<file path="config.mk">
export PLATFORM = sky130hd
export DESIGN_NAME = fb_scanout
export DESIGN_NICKNAME = d
export VERILOG_FILES = /design/src/rtl/fbs_pkg.sv /design/src/rtl/fbs_scan_ctrl.sv /design/src/rtl/fbs_plane_shift.sv /design/src/rtl/fbs_serializer.sv /design/src/rtl/fb_scanout.sv
export SDC_FILE = /design/constraint.sdc
export NUM_CORES = 1
export LEC_CHECK = 0
export ABC_AREA = 1
export BUFFER_PORTS_ARGS = -buffer_cell sky130_fd_sc_hd__buf_2
export CAP_MARGIN = 20
export CORE_MARGIN = 3
export CORE_UTILIZATION = 55
export DETAILED_ROUTE_END_ITERATION = 16
export HOLD_SLACK_MARGIN = 0.15
export PLACE_DENSITY = 0.75
export SETUP_SLACK_MARGIN = 0.1
export SYNTH_ARGS = -nofsm -noshare
export SYNTH_HDL_FRONTEND = slang
export SYNTH_SLANG_ARGS = --single-unit
</file>
<file path="constraint.sdc">
create_clock -name clk -period 3.32 [get_ports clk]
set_input_delay 0 -clock clk [delete_from_list [all_inputs] [get_ports clk]]
set_output_delay 0 -clock clk [all_outputs]
set_load 0.005 [all_outputs]
</file>
<file path="src/rtl/fbs_pkg.sv">
package fbs_pkg;

    localparam int PLANE_W     = 8;
    localparam int SLICE_IDX_W = $clog2(PLANE_W);

    // bits per channel: 8 >> mode, pixels per word: 1 << mode
    typedef enum logic [1:0] {
        DEPTH_8 = 2'd0,
        DEPTH_4 = 2'd1,
        DEPTH_2 = 2'd2,
        DEPTH_1 = 2'd3
    } depth_e;

    typedef logic [SLICE_IDX_W-1:0] slice_t;

    function automatic slice_t last_slice(depth_e m);
        return slice_t'((1 << m) - 1);
    endfunction

    function automatic logic [SLICE_IDX_W:0] slice_bits(depth_e m);
        return (SLICE_IDX_W+1)'(PLANE_W >> m);
    endfunction

endpackage

</file>
<file path="src/rtl/fbs_scan_ctrl.sv">
module fbs_scan_ctrl
    import fbs_pkg::*;
#(
    parameter int WORDS  = 53,
    parameter int LINES  = 256,
    parameter int ADDR_W = 14
) (
    input  logic              clk,
    input  logic              rst,
    input  depth_e            depth_mode,
    output logic              fetch,
    output logic [ADDR_W-1:0] fetch_addr,
    output depth_e            fetch_mode,
    output logic              line_done,
    output logic              frame_start
);

    localparam int WC_W = $clog2(WORDS + 1);
    localparam int LN_W = $clog2(LINES);

    typedef struct packed {
        logic            running;
        logic [WC_W-1:0] wc;
        slice_t          sl;
        logic [LN_W-1:0] line;
        depth_e          mode;
        logic            done;
        logic            fstart;
    } scan_t;

    scan_t scan_q, scan_d;
    logic  match;

    always_comb begin
        match         = (scan_q.wc == WC_W'(WORDS));
        scan_d        = scan_q;
        scan_d.done   = 1'b0;
        scan_d.fstart = 1'b0;
        if (!scan_q.running) begin
            scan_d.running = 1'b1;
            scan_d.mode    = depth_mode;
            scan_d.fstart  = 1'b1;
        end else if (match) begin
            scan_d.wc   = '0;
            scan_d.sl   = '0;
            scan_d.done = 1'b1;
            if (scan_q.line == LN_W'(LINES - 1)) begin
                scan_d.line   = '0;
                scan_d.mode   = depth_mode;
                scan_d.fstart = 1'b1;
            end else begin
                scan_d.line = scan_q.line + 1'b1;
            end
        end else if (scan_q.sl == last_slice(scan_q.mode)) begin
            scan_d.sl = '0;
            scan_d.wc = scan_q.wc + 1'b1;
        end else begin
            scan_d.sl = scan_q.sl + 1'b1;
        end
    end

    always_ff @(posedge clk) begin
        if (rst) scan_q <= '0;
        else     scan_q <= scan_d;
    end

    assign fetch       = scan_q.running & ~match & (scan_q.sl == '0);
    assign fetch_addr  = ADDR_W'(scan_q.line) * ADDR_W'(WORDS) + ADDR_W'(scan_q.wc);
    assign fetch_mode  = scan_q.mode;
    assign line_done   = scan_q.done;
    assign frame_start = scan_q.fstart;

    // depth mode may only move at a frame boundary
    assert_mode_hold_R8: assert property (@(posedge clk) disable iff (rst)
        (scan_q.running && !scan_d.fstart) |=> $stable(scan_q.mode));

    // the match cycle is followed by a cleared counter and the done strobe
    assert_match_then_done_R3: assert property (@(posedge clk) disable iff (rst)
        match |=> (scan_q.wc == '0 && line_done));

endmodule

</file>
<file path="src/rtl/fbs_plane_shift.sv">
module fbs_plane_shift
    import fbs_pkg::*;
(
    input  logic               clk,
    input  logic               rst,
    input  logic               load,
    input  logic               shift,
    input  depth_e             mode,
    input  logic [PLANE_W-1:0] din,
    output logic [PLANE_W-1:0] pix
);

    typedef struct packed {
        logic [PLANE_W-1:0] sh;
        logic [PLANE_W-1:0] px;
    } plane_t;

    plane_t                pl_q, pl_d;
    logic [PLANE_W-1:0]    src;
    logic [SLICE_IDX_W:0]  width;

    always_comb begin
        src   = load ? din : pl_q.sh;
        width = slice_bits(mode);
        pl_d  = pl_q;
        pl_d.px = '0;
        if (load || shift) begin
            pl_d.px = src >> (PLANE_W - int'(width));
            pl_d.sh = src << width;
        end
    end

    always_ff @(posedge clk) begin
        if (rst) pl_q <= '0;
        else     pl_q <= pl_d;
    end

    assign pix = pl_q.px;

    // a slice never spills above its width
    assert_upper_zero_R6: assert property (@(posedge clk) disable iff (rst)
        (load || shift) |=> ((pl_q.px >> $past(width)) == '0));

endmodule

</file>
<file path="src/rtl/fbs_serializer.sv">
module fbs_serializer
    import fbs_pkg::*;
#(
    parameter int CHANNELS = 3
) (
    input  logic                        clk,
    input  logic                        rst,
    input  logic                        fetch,
    input  depth_e                      fetch_mode,
    input  logic [CHANNELS*PLANE_W-1:0] rd_data,
    output logic [CHANNELS*PLANE_W-1:0] pix,
    output logic                        pix_valid
);

    typedef struct packed {
        logic   ld;
        depth_e ld_mode;
        slice_t rem;
        depth_e mode;
        logic   valid;
    } ser_t;

    ser_t   ser_q, ser_d;
    logic   load, shift;
    depth_e op_mode;

    always_comb begin
        load    = ser_q.ld;
        shift   = ~ser_q.ld & (ser_q.rem != '0);
        op_mode = ser_q.ld ? ser_q.ld_mode : ser_q.mode;
        ser_d         = ser_q;
        ser_d.ld      = fetch;
        ser_d.ld_mode = fetch_mode;
        ser_d.valid   = load | shift;
        if (load) begin
            ser_d.rem  = last_slice(ser_q.ld_mode);
            ser_d.mode = ser_q.ld_mode;
        end else if (shift) begin
            ser_d.rem = ser_q.rem - 1'b1;
        end
    end

    always_ff @(posedge clk) begin
        if (rst) ser_q <= '0;
        else     ser_q <= ser_d;
    end

    for (genvar c = 0; c < CHANNELS; c++) begin : g_plane
        fbs_plane_shift u_plane (
            .clk   (clk),
            .rst   (rst),
            .load  (load),
            .shift (shift),
            .mode  (op_mode),
            .din   (rd_data[c*PLANE_W +: PLANE_W]),
            .pix   (pix[c*PLANE_W +: PLANE_W])
        );
    end

    assign pix_valid = ser_q.valid;

    // a fresh word only arrives once the previous one has drained
    assert_load_after_drain_R7: assert property (@(posedge clk) disable iff (rst)
        ser_q.ld |-> (ser_q.rem == '0));

endmodule

</file>
<file path="src/rtl/fb_scanout.sv">
module fb_scanout
    import fbs_pkg::*;
#(
    parameter int WORDS  = 53,
    parameter int LINES  = 256,
    parameter int ADDR_W = 14
) (
    input  logic               clk,
    input  logic               rst,
    input  logic [1:0]         depth_mode,
    output logic               rd_en,
    output logic [ADDR_W-1:0]  rd_addr,
    input  logic [PLANE_W-1:0] rd_red,
    input  logic [PLANE_W-1:0] rd_green,
    input  logic [PLANE_W-1:0] rd_blue,
    output logic [PLANE_W-1:0] pix_red,
    output logic [PLANE_W-1:0] pix_green,
    output logic [PLANE_W-1:0] pix_blue,
    output logic               pix_valid,
    output logic               line_done,
    output logic               frame_start
);

    localparam int CHANNELS = 3;

    depth_e                      fetch_mode;
    logic [CHANNELS*PLANE_W-1:0] rd_word;
    logic [CHANNELS*PLANE_W-1:0] pix_word;

    assign rd_word = {rd_red, rd_green, rd_blue};

    fbs_scan_ctrl #(
        .WORDS  (WORDS),
        .LINES  (LINES),
        .ADDR_W (ADDR_W)
    ) u_ctrl (
        .clk         (clk),
        .rst         (rst),
        .depth_mode  (depth_e'(depth_mode)),
        .fetch       (rd_en),
        .fetch_addr  (rd_addr),
        .fetch_mode  (fetch_mode),
        .line_done   (line_done),
        .frame_start (frame_start)
    );

    fbs_serializer #(
        .CHANNELS (CHANNELS)
    ) u_ser (
        .clk        (clk),
        .rst        (rst),
        .fetch      (rd_en),
        .fetch_mode (fetch_mode),
        .rd_data    (rd_word),
        .pix        (pix_word),
        .pix_valid  (pix_valid)
    );

    assign {pix_red, pix_green, pix_blue} = pix_word;

    assert_addr_range_R2: assert property (@(posedge clk) disable iff (rst)
        rd_en |-> (int'(rd_addr) < WORDS * LINES));

    assert_done_after_gap_R3: assert property (@(posedge clk) disable iff (rst)
        line_done |-> (!$past(rd_en) && $past(!line_done)));

    assert_frame_at_zero_R4: assert property (@(posedge clk) disable iff (rst)
        frame_start |-> (rd_en && rd_addr == '0));

    assert_quiet_pixels_R9: assert property (@(posedge clk) disable iff (rst)
        !pix_valid |-> (pix_red == '0 && pix_green == '0 && pix_blue == '0));

endmodule

</file>
==> results.toml <==
[run_status]
outcome = "finished with violations"
violations = "setup timing"

[synthesis]
async_flop_share_pct = 0
synth_flop_cell = "dfxtp_1"
yosys.area.top_type = "dfxtp_1"
synth_simple_gate_area_share_pct = 23.7
synth_xor_area_share_pct = 3.03
syn_area_sq_um = 5200
ys_ff_latch = 79
ys_types = 43
synth.area.mux_share_pct = 0.192
synthAdderAreaFrac_pct = 17.2
synth_top_family_by_area = "simple AND/OR/NAND/NOR gates"
avgSynthCellArea_sq_um = 7.45
synth-edff-count = 0
syn_inst = 699
synth-compound-area-share_pct = 12.8
yosys_warnings = 0
yosys-top-cells-area = "dfxtp_1 (30%), ha_1 (13%), nand2_1 (11%)"
syn_nets = 792
yosysTopAreaCellShare_pct = 30.4
ys_seq_area_share_pct = 30.4

[cts]
cts_tree = "yes"
clock-sinks = 79
clock-root-buffer = "clkbuf_8"
clock_latency_ns = 0.36
clockBufferDepth = 2
cts_buffers = 9
clk_pin_slew_ns = 0.08
h-tree-depth = 3

[timing]
relSlewSlack_pct = 36.3
rsz0062_at_grt = "true"
worst_slew_pin_slew_ns = 0.946
period_share_pct = 103
period_minus_slack_ns = 3.41
finalSetupViolations = 8
final_hold_viol_count = 0
fin_ws_ns = -0.0936
drv_slew = 0
fmax_ghz = 0.293
clock-skew-final_ns = 0.0155

[finish]
most-common-layout-cells = "nand2_1 (148), inv_1 (81), dfxtp_1 (72)"
fin_cells = 905
final_area_sq_um = 6250
diodes = 0
area_delta_synth_final_pct = 20.1
drive_gt1_share_pct = 24.1
nNetsFinal = 867
final_common_cell = "nand2_1"

[worst_setup_path]
reg2reg_slack_ns = 0.78
cp_cell_sequence = "ha_1 > inv_2 > fa_1 > fa_1 > inv_2 > ha_4 > ha_4 > inv_4 > o21bai_1 > nand2_1 > nand3_2 > nand3_2 > nand2_1 > nand2_1 > nand2_1 > buf_2"
cp.required_ns = 3.32
start_kind = "flop"
cp_common_cell = "nand2_1"
cp-end-kind = "output port"
critPathMaxStageDelay_ns = 0.52
path_class = "flop to output port"
crit_fanout = 5
reg2reg_depth = 7
critPathTopFamily = "adder cells"
reg2reg_from = "u_ser.load"
cp.depth = 16
worstPathArrival_ns = 3.41
r2r-end = "u_ser.g_plane[1].u_plane.pix[3]"
crit_buf_inv = 4
crit_slowest_cell = "fa_1"

[grt]
grt_pass1_wl_um = 22900
overflow = 0
grt.total_usage_pct = 27.3
grt_pass1_vias = 4873
antenna_found_initial = 0
grt_max_degree = 39

[die]
chipHeight_um = 103
io_pins = 70
die-area_sq_um = 10700
start_util_pct = 58.0
die_w_um = 103
rows = 34
core_area_sq_um = 8980

[worst_hold_path]
whs_path_depth = 5
holdCritStartpoint = "rd_blue[1]"
min_to = "u_ser.g_plane[0].u_plane.pl_q[11]"
hold_class = "input pin to flop"

[placed_design]
pre_cts_ws_ns = -0.0156
postPlaceCellArea_sq_um = 5470
dpl.cell_count = 859
dp_hpwl_um = 9380
portBuffers = 69
globalplace.congestion = 0.946

[route]
drtPass1Iterations = 5
drc = 0
drt_iter0_drc = 368
wl_per_cell_um = 16.0
ant_nets = 0
wl_um = 14400
viasPerCell = 5.58
vias = 5050

[pwr]
leakage_uw = 0.00306
ir_worst_vdd_mv = 0.344
power.density_nw_per_um2 = 415

[run]
maxCapViolations = 0
[layout make-up]
| class | count | area, sq um |
|---|---|---|
| flip-flops and latches | 79 | 1600 |
| fillers | 748 | 2720 |
| clock inverters | 5 | 58.8 |
| inverters | 97 | 367 |
| clock buffers | 11 | 131 |
| well taps | 126 | 158 |
| multi-input cells | 481 | 3270 |
| repair buffers | 106 | 667 |
[synth_stat cells (all sizes together), types with 6 or more instances]
library cell / count
ha: 54
o22ai: 14
xor2: 13
inv: 96
or2: 7
nor3: 6
fa: 11
a21oi: 29
buf: 38
nand2: 165
nor2: 51
o21ai: 54
nand4: 6
nand3: 41
dfxtp: 79
[power by group]
group,internal [uW],leakage [uW],switching (uW)
clock,348,0.0000895,364
combinational,248,0.00232,509
sequential,1070,0.000648,56.6
total,1660,0.00306,930
[how the worst max path moves through the flow]
stage                                start  slack [ns]          end
after floorplan           u_ctrl.scan_q[4]        0.32  rd_addr[11]
after global placement    u_ctrl.scan_q[5]        0.12  rd_addr[11]
after detailed placement  u_ctrl.scan_q[6]       -0.02  rd_addr[11]
after CTS                 u_ctrl.scan_q[9]        0.01  rd_addr[11]
after global routing      u_ctrl.scan_q[7]       -0.25  rd_addr[12]
final                     u_ctrl.scan_q[6]       -0.09  rd_addr[11]
[registers in the layout (all words and copies together), names as in the netlist]
register / flops
u_ser.g_plane.u_plane.pix: 24
u_ser.g_plane.u_plane.pl_q: 24
u_ctrl.scan_q: 18
u_ser.ser_q: 7
u_ctrl.fetch_mode: 2
u_ctrl.frame_start: 1
u_ctrl.line_done: 1
u_ser.load: 1
u_ser.pix_valid: 1
[worst register-to-register path, stage by stage, from the launching register on]
cell and delay, ns:
dfxtp_1 0.31, buf_4 0.25, o21ai_4 0.56, nand2_2 0.23
inv_2 0.16, nand2_1 0.17, o22ai_1 0.23, dlygate4sd3_1 0.58
[timing repair]
item | CTS | global route
endpoints found under the setup margin | 8 | 8
pin swaps | 29 | 16
hold buffers | 16 | 0
resized for setup | 47 | 19
hold endpoints to repair | 34 | 0
buffers inserted | 13 | 1
[through the flow]
step / total power, uW / hold WS, ns / TNS (ns) / util [%]
finish: 2590 / 0.160 / -0.472 / 69.7
detailed placement: 1870 / 0.234 / -0.0162 / 60.9
global route: 2750 / 0.241 / -1.33 / 69.7
CTS: 2590 / 0.159 / 0 / 68.6
floorplan: 1720 / 0.134 / 0 / -
global placement: 1860 / 0.220 / 0 / 60.9
[cells by family after synthesis]
logic type | Yosys count
AND/OR/NAND/NOR | 281
buffers and inverters | 139
AO/OA/AOI/OAI | 116
flip-flops | 79
adder cells (fa/ha/maj) | 65
XOR/XNOR | 18
multiplexers | 1
[layer usage]
metal  vias up  track usage [%]  share of wire (%)
met4         0             11.3                3.1
met1      2380             35.2                 42
met5         -                0                  0
met2       223             44.6                 47
met3        48             5.50                7.1
li1       2399                -                  -
Note: power is estimated with default switching activity, not from simulation.
